===== config.mk =====
export PLATFORM = sky130hd
export DESIGN_NAME = gpio_mask_irq
export DESIGN_NICKNAME = d
export VERILOG_FILES = /design/src/rtl/gpio_mask_irq_pkg.sv /design/src/rtl/gpio_mask_irq_ctrl.sv /design/src/rtl/gpio_mask_irq_dp.sv /design/src/rtl/gpio_mask_irq.sv
export SDC_FILE = /design/constraint.sdc
export NUM_CORES = 1
export LEC_CHECK = 0
export BUFFER_PORTS_ARGS = -buffer_cell sky130_fd_sc_hd__buf_4
export CAP_MARGIN = 25
export CORE_UTILIZATION = 52
export CTS_CLUSTER_DIAMETER = 120
export DETAILED_ROUTE_END_ITERATION = 7
export GPL_ROUTABILITY_DRIVEN = 0
export PLACE_DENSITY = 0.78
export RECOVER_POWER = 100
export SLEW_MARGIN = 20
export SYNTH_ARGS = -nofsm -noshare
export SYNTH_HDL_FRONTEND = slang
export SYNTH_SLANG_ARGS = --single-unit

===== constraint.sdc =====
create_clock -name clk -period 2.7 [get_ports clk]
set_input_delay 0.54 -clock clk [delete_from_list [all_inputs] [get_ports clk]]
set_output_delay 0.54 -clock clk [all_outputs]
set_load 0.02 [all_outputs]

===== src/rtl/gpio_mask_irq_pkg.sv =====
package gpio_mask_irq_pkg;

  typedef enum logic [3:0] {
    SEL_NONE,
    SEL_DATA,
    SEL_DIR,
    SEL_SENSE,
    SEL_BOTH,
    SEL_EVENT,
    SEL_EN,
    SEL_RAW,
    SEL_MASKED
  } rdSel_e;

  typedef struct packed {
    logic dataWr;
    logic dirWr;
    logic senseWr;
    logic bothWr;
    logic eventWr;
    logic enWr;
    logic clrWr;
  } wrStrobe_t;

endpackage


===== src/rtl/gpio_mask_irq_ctrl.sv =====
module gpio_mask_irq_ctrl
  import gpio_mask_irq_pkg::*;
#(
  parameter int NPINS = 8,
  parameter int AW    = 12
) (
  input  logic            busSel,
  input  logic            busEnable,
  input  logic            busWrite,
  input  logic [AW-1:2]   busAddr,
  output wrStrobe_t       strobes,
  output rdSel_e          rdSel,
  output logic [NPINS-1:0] accMask
);
  localparam int HI_LSB = NPINS + 2;
  localparam int HI_W   = AW - HI_LSB;

  logic       access;
  logic       dataHit;
  logic       regHit;
  logic [2:0] regIdx;

  assign access  = busSel & busEnable;
  assign dataHit = (busAddr[AW-1:HI_LSB] == '0);
  assign regHit  = (busAddr[AW-1:HI_LSB] == HI_W'(1)) && (busAddr[HI_LSB-1:5] == '0);
  assign regIdx  = busAddr[4:2];
  assign accMask = busAddr[HI_LSB-1:2];

  always_comb begin
    strobes = '0;
    if (access && busWrite) begin
      if (dataHit) strobes.dataWr = 1'b1;
      if (regHit) begin
        case (regIdx)
          3'd0:    strobes.dirWr   = 1'b1;
          3'd1:    strobes.senseWr = 1'b1;
          3'd2:    strobes.bothWr  = 1'b1;
          3'd3:    strobes.eventWr = 1'b1;
          3'd4:    strobes.enWr    = 1'b1;
          3'd7:    strobes.clrWr   = 1'b1;
          default: ;
        endcase
      end
    end
  end

  always_comb begin
    rdSel = SEL_NONE;
    if (dataHit) rdSel = SEL_DATA;
    else if (regHit) begin
      case (regIdx)
        3'd0:    rdSel = SEL_DIR;
        3'd1:    rdSel = SEL_SENSE;
        3'd2:    rdSel = SEL_BOTH;
        3'd3:    rdSel = SEL_EVENT;
        3'd4:    rdSel = SEL_EN;
        3'd5:    rdSel = SEL_RAW;
        3'd6:    rdSel = SEL_MASKED;
        default: rdSel = SEL_NONE;
      endcase
    end
  end

endmodule


===== src/rtl/gpio_mask_irq_dp.sv =====
module gpio_mask_irq_dp
  import gpio_mask_irq_pkg::*;
#(
  parameter int NPINS = 8
) (
  input  logic             clk,
  input  logic             rstN,
  input  wrStrobe_t        strobes,
  input  rdSel_e           rdSel,
  input  logic [NPINS-1:0] accMask,
  input  logic [NPINS-1:0] wrData,
  output logic [NPINS-1:0] rdData,
  input  logic [NPINS-1:0] pinIn,
  output logic [NPINS-1:0] pinOut,
  output logic [NPINS-1:0] pinOe,
  output logic             irqOut
);
  logic [NPINS-1:0] dirReg, senseReg, bothReg, eventReg, enReg, outReg;
  logic [NPINS-1:0] syncA, syncB, prevLvl;
  logic [NPINS-1:0] edgeLatch, edgeHit, rawStat, maskedStat;

  // configuration registers
  always_ff @(posedge clk or negedge rstN) begin
    if (!rstN) begin
      dirReg   <= '0;
      senseReg <= '0;
      bothReg  <= '0;
      eventReg <= '0;
      enReg    <= '0;
    end else begin
      if (strobes.dirWr)   dirReg   <= wrData;
      if (strobes.senseWr) senseReg <= wrData;
      if (strobes.bothWr)  bothReg  <= wrData;
      if (strobes.eventWr) eventReg <= wrData;
      if (strobes.enWr)    enReg    <= wrData;
    end
  end

  // output data: only selected output lines take the write
  always_ff @(posedge clk or negedge rstN) begin
    if (!rstN) outReg <= '0;
    else if (strobes.dataWr) begin
      for (int i = 0; i < NPINS; i++)
        if (accMask[i] && dirReg[i]) outReg[i] <= wrData[i];
    end
  end

  // two-flop synchronizer plus history flop for edge compare
  always_ff @(posedge clk or negedge rstN) begin
    if (!rstN) begin
      syncA   <= '0;
      syncB   <= '0;
      prevLvl <= '0;
    end else begin
      syncA   <= pinIn;
      syncB   <= syncA;
      prevLvl <= syncB;
    end
  end

  for (genvar g = 0; g < NPINS; g++) begin : g_det
    logic rise, fall;
    assign rise       = syncB[g] & ~prevLvl[g];
    assign fall       = ~syncB[g] & prevLvl[g];
    assign edgeHit[g] = ~senseReg[g] &
                        (bothReg[g] ? (rise | fall) : (eventReg[g] ? rise : fall));
    assign rawStat[g] = senseReg[g] ? (eventReg[g] ? syncB[g] : ~syncB[g])
                                    : edgeLatch[g];

    always_ff @(posedge clk or negedge rstN) begin
      if (!rstN) edgeLatch[g] <= 1'b0;
      else if (edgeHit[g]) edgeLatch[g] <= 1'b1;
      else if (strobes.clrWr && wrData[g]) edgeLatch[g] <= 1'b0;
    end
  end

  assign maskedStat = rawStat & enReg;
  assign irqOut     = |maskedStat;
  assign pinOe      = dirReg;
  assign pinOut     = outReg & dirReg;

  always_comb begin
    case (rdSel)
      SEL_DATA:   rdData = accMask & ((dirReg & outReg) | (~dirReg & syncB));
      SEL_DIR:    rdData = dirReg;
      SEL_SENSE:  rdData = senseReg;
      SEL_BOTH:   rdData = bothReg;
      SEL_EVENT:  rdData = eventReg;
      SEL_EN:     rdData = enReg;
      SEL_RAW:    rdData = rawStat;
      SEL_MASKED: rdData = maskedStat;
      default:    rdData = '0;
    endcase
  end

endmodule


===== src/rtl/gpio_mask_irq.sv =====
module gpio_mask_irq
  import gpio_mask_irq_pkg::*;
#(
  parameter int NPINS = 8,
  parameter int AW    = 12
) (
  input  logic             clk,
  input  logic             rstN,
  input  logic             busSel,
  input  logic             busEnable,
  input  logic             busWrite,
  input  logic [AW-1:2]    busAddr,
  input  logic [NPINS-1:0] busWdata,
  output logic [NPINS-1:0] busRdata,
  input  logic [NPINS-1:0] pinIn,
  output logic [NPINS-1:0] pinOut,
  output logic [NPINS-1:0] pinOe,
  output logic             irqOut
);
  wrStrobe_t        strobes;
  rdSel_e           rdSel;
  logic [NPINS-1:0] accMask;

  gpio_mask_irq_ctrl #(.NPINS(NPINS), .AW(AW)) u_ctrl (
    .busSel(busSel), .busEnable(busEnable), .busWrite(busWrite),
    .busAddr(busAddr), .strobes(strobes), .rdSel(rdSel), .accMask(accMask)
  );

  gpio_mask_irq_dp #(.NPINS(NPINS)) u_dp (
    .clk(clk), .rstN(rstN), .strobes(strobes), .rdSel(rdSel),
    .accMask(accMask), .wrData(busWdata), .rdData(busRdata),
    .pinIn(pinIn), .pinOut(pinOut), .pinOe(pinOe), .irqOut(irqOut)
  );

endmodule


==> results.txt <==
Outcome - complete, but fails checks
Failing checks - capacitance limit, slew limit, setup timing
DR vias - 3672
CP max-delay cell - or4_4
Critical path endpoint - busRdata[0]
Cell depth of the worst setup path - 9
Initial Utilization - 53.44%
Number of DRC markers in iteration 0 - 364
Final worst slack - -0.3119 ns
Fin Setup TNS - -1.858 ns
Internal - 1.819 mW
Simple-gate portion of the synthesized area - 15.52%
Final cycle utilization of the critical path - 111.6%
Startpoint types - input pin
Clock tree buffer depth - 2
Reg-to-reg startpoint - u_dp.syncB[4]
Largest net degree at the start of global routing - 81
Max VDD drop - 0.3722 mV
Synth cell count leaders - 80 x dfrtp_1, 51 x mux2_2, 34 x nand2_1, 23 x o21ai_0, 21 x inv_1
Synth Area in Compound Gates - 11.25%
Die footprint - 0.008773 mm2
GR Overflow Total - 0
Final Slew Violations - 40
Worst slew pin tran - 1.998 ns
Post-synthesis xor/xnor area fraction - 1.604%
Global-route met1 utilization - 38.05%
Row cnt - 33
Share of flip-flops with an asynchronous set or reset - 100.0%
CTS buffer count - 9
Initial antenna violation count - 0
Worst Setup Path Type - in2out
Dominant cells by area after synthesis - dfrtp_1 46%, mux2_2 13%, ha_1 5.2%
Met2 usage - 44.98%
DP Wirelength - 8.259 mm
Net Switching - 0.6294 mW
Adder-Cell Fraction of Synth Area - 5.155%
WL final - 11.74 mm
Root buffer cell - clkbuf_8
Dpl ws - -0.3181 ns
GR Util met3 - 6.958%
Crit end category - primary output
GRT Overall Usage - 28.85%
Clk pwr share - 37.3%
IO Port Bufs - 55
Final Hold Fails - 0
CP required - 2.16 ns
Slew HR - -33.19%
YS warnings - 0
Cell Chain, Critical Path - buf_8, or4_4, buf_12, o41ai_4, buf_4, o2111ai_1, a22o_1, o211ai_1, buf_4
Layout cell share with drive strength beyond 1 - 42.66%
End of the worst register-to-register path - u_dp.edgeLatch[4]
ANT nets after route - 0
Post-Syn Nets - 435
CP dominant cell by count - buf_4
Die X - 93.67 um
Area growth, synth to finish - 31.04%
Buffers plus inverters on the worst setup path - 4
Crit Path Max Fanout - 3
Period minus WS final - 3.012 ns
Inserted Diodes - 0
Worst Path Arrival - 2.47 ns
Synth Cell Area - 0.004369 mm2
Synthesized flop and latch total - 80
Mux contribution to synthesized area - 17.93%
Setup Viol. Count Final - 8
Cell with the most instances after synthesis - dfrtp_1
Max incr delay on CP - 0.58 ns
Yosys top cell by area - dfrtp_1
Combinational share of power - 12.2%
Worst reg-to-reg path cell count - 5
H-tree depth - 3
R2r setup slk - 1.39 ns
Pwr dens - 427.6 mW/mm2
First-pass GRT wire length - 18.57 mm
Later-pin clock latency in the skew report - 0.37 ns
DRC errors left - 0
Share of the synthesized area in the top cell type - 45.82%
Top_reg_cell synth - dfrtp_1
LEAKAGE - 2.741 nW
Hold Path Class - in2reg
Via density - 6.030
Sw Ratio - 25.71%
Io pins - 56
Setup repair after global routing missed its margin - true
Die Span Y - 93.67 um
Number of synthesized flops with an enable pin - 0
Crit path from - busAddr[9]
Unique masters post-synth - 55
Busiest grt layer - met2
Post-layout util - 70.03%
Layout Skew - 0.008491 ns
Core box area - 0.008175 mm2
Mapped Cells - 386
Largest family of logic cells by synthesized area - multiplexers
Reg power frac - 50.4%
CTS tree - built
CTS Sinks - 80
Number of global-route vias before repair - 3683
Drt pass-1 iters - 5
Sequential share of the synthesized area - 45.82%
Delay-heaviest family, CP - compound AO/OA/AOI/OAI gates
Syn_area_per_cell - 11.32 um2
Final Net Count - 548
Peak Freq - 332.0 MHz
Max cap viols - 1
Routed wire per std cell - 19.28 um
Reg clk slew, reported paths - 0.09 ns
[power by group through the flow]
| stage | Sequential (mW) | Clock, mW | Combinational (mW) |
|---|---|---|---|
| global placement | 1.26 | 0 | 0.256 |
| CTS | 1.24 | 0.931 | 0.287 |
| detailed placement | 1.26 | 0 | 0.265 |
| floorplan | 1.25 | 0 | 0.114 |
| global route | 1.24 | 0.981 | 0.321 |
| finish | 1.23 | 0.914 | 0.299 |
[layout by cell type (no fill, tap or decap), types with 4 or more instances in the layout]
cell type,count
nor2_1,8
nand2_1,33
buf_6,10
a221oi_2,5
and2_1,8
buf_4,84
nor2b_1,7
clkbuf_4,9
nand3_1,16
o211ai_1,7
mux2_1,9
o21ai_1,4
nand4_1,5
dfrtp_1,80
inv_1,20
o21ai_0,20
ha_1,17
mux2_4,5
xnor2_1,8
mux2_2,51
mux2i_1,4
clkbuf_8,10
[per-layer routing]
metal,up-vias,share of wire (%)
met5,-,0
met4,0,3.3
met3,38,8.6
met2,183,47
met1,1800,41
li1,1651,-
[area by class of cell]
type / instances / area (um2)
Fill cell: 597 / 2450
Multi-Input combinational cell: 277 / 2400
Sequential cell: 80 / 2002
Timing Repair Buffer: 110 / 908.4
Clock buffer: 11 / 141.4
Tap cell: 105 / 131.4
Inverter: 21 / 78.83
Clock inverter: 5 / 63.81
[per-stage QoR]
| stage | power, mW | instance area [um2] | hold WS, ns | cells |
|---|---|---|---|---|
| floorplan | 1.369 | 4412 | 0.2444 | 386 |
| global placement | 1.513 | 5279 | 0.3316 | 585 |
| detailed placement | 1.524 | 5279 | 0.3347 | 585 |
| CTS | 2.453 | 5649 | 0.2617 | 606 |
| global route | 2.541 | 5725 | 0.2791 | 609 |
| finish | 2.448 | 5725 | 0.2897 | 609 |
[logic make-up after synthesis]
logic type | count (synthesis)
and+or+nand+nor | 113
buffers and inverters | 29
DFF | 80
AOI/OAI and AO/OA | 69
muxes | 69
adders and majority gates | 18
xor gates and xnor gates | 8
[flip-flops by register name, indices dropped and copies added (netlist names)]
signal / count
u_dp.prevLvl: 8
u_dp.pinOe: 8
u_dp.syncB: 8
u_dp.eventReg: 8
u_dp.edgeLatch: 8
u_dp.enReg: 8
u_dp.syncA: 8
u_dp.bothReg: 8
u_dp.senseReg: 8
u_dp.outReg: 8
[timing repair]
item,4_1_cts,5_1_grt
endpoints found under the setup margin,8,8
cloned,0,0
pin swaps,13,8
setup buffers,5,3
gates resized for setup,23,16
hold buffers,0,0
hold endpoints to repair,0,0
[how the worst min path moves through the flow]
stage	startpoint	end	slack [ns]	depth (start not counted)
2_1_floorplan	rstN	u_dp.bothReg[0]	0.24	0
3_3_place_gp	u_dp.syncA[6]	u_dp.syncB[6]	0.33	0
3_5_place_dp	u_dp.syncA[4]	u_dp.syncB[4]	0.33	0
4_1_cts	pinIn[7]	u_dp.syncA[7]	0.26	1
5_1_grt	pinIn[7]	u_dp.syncA[7]	0.28	1
6_report	pinIn[7]	u_dp.syncA[7]	0.29	1
Note: power is estimated with default switching activity, not from simulation.
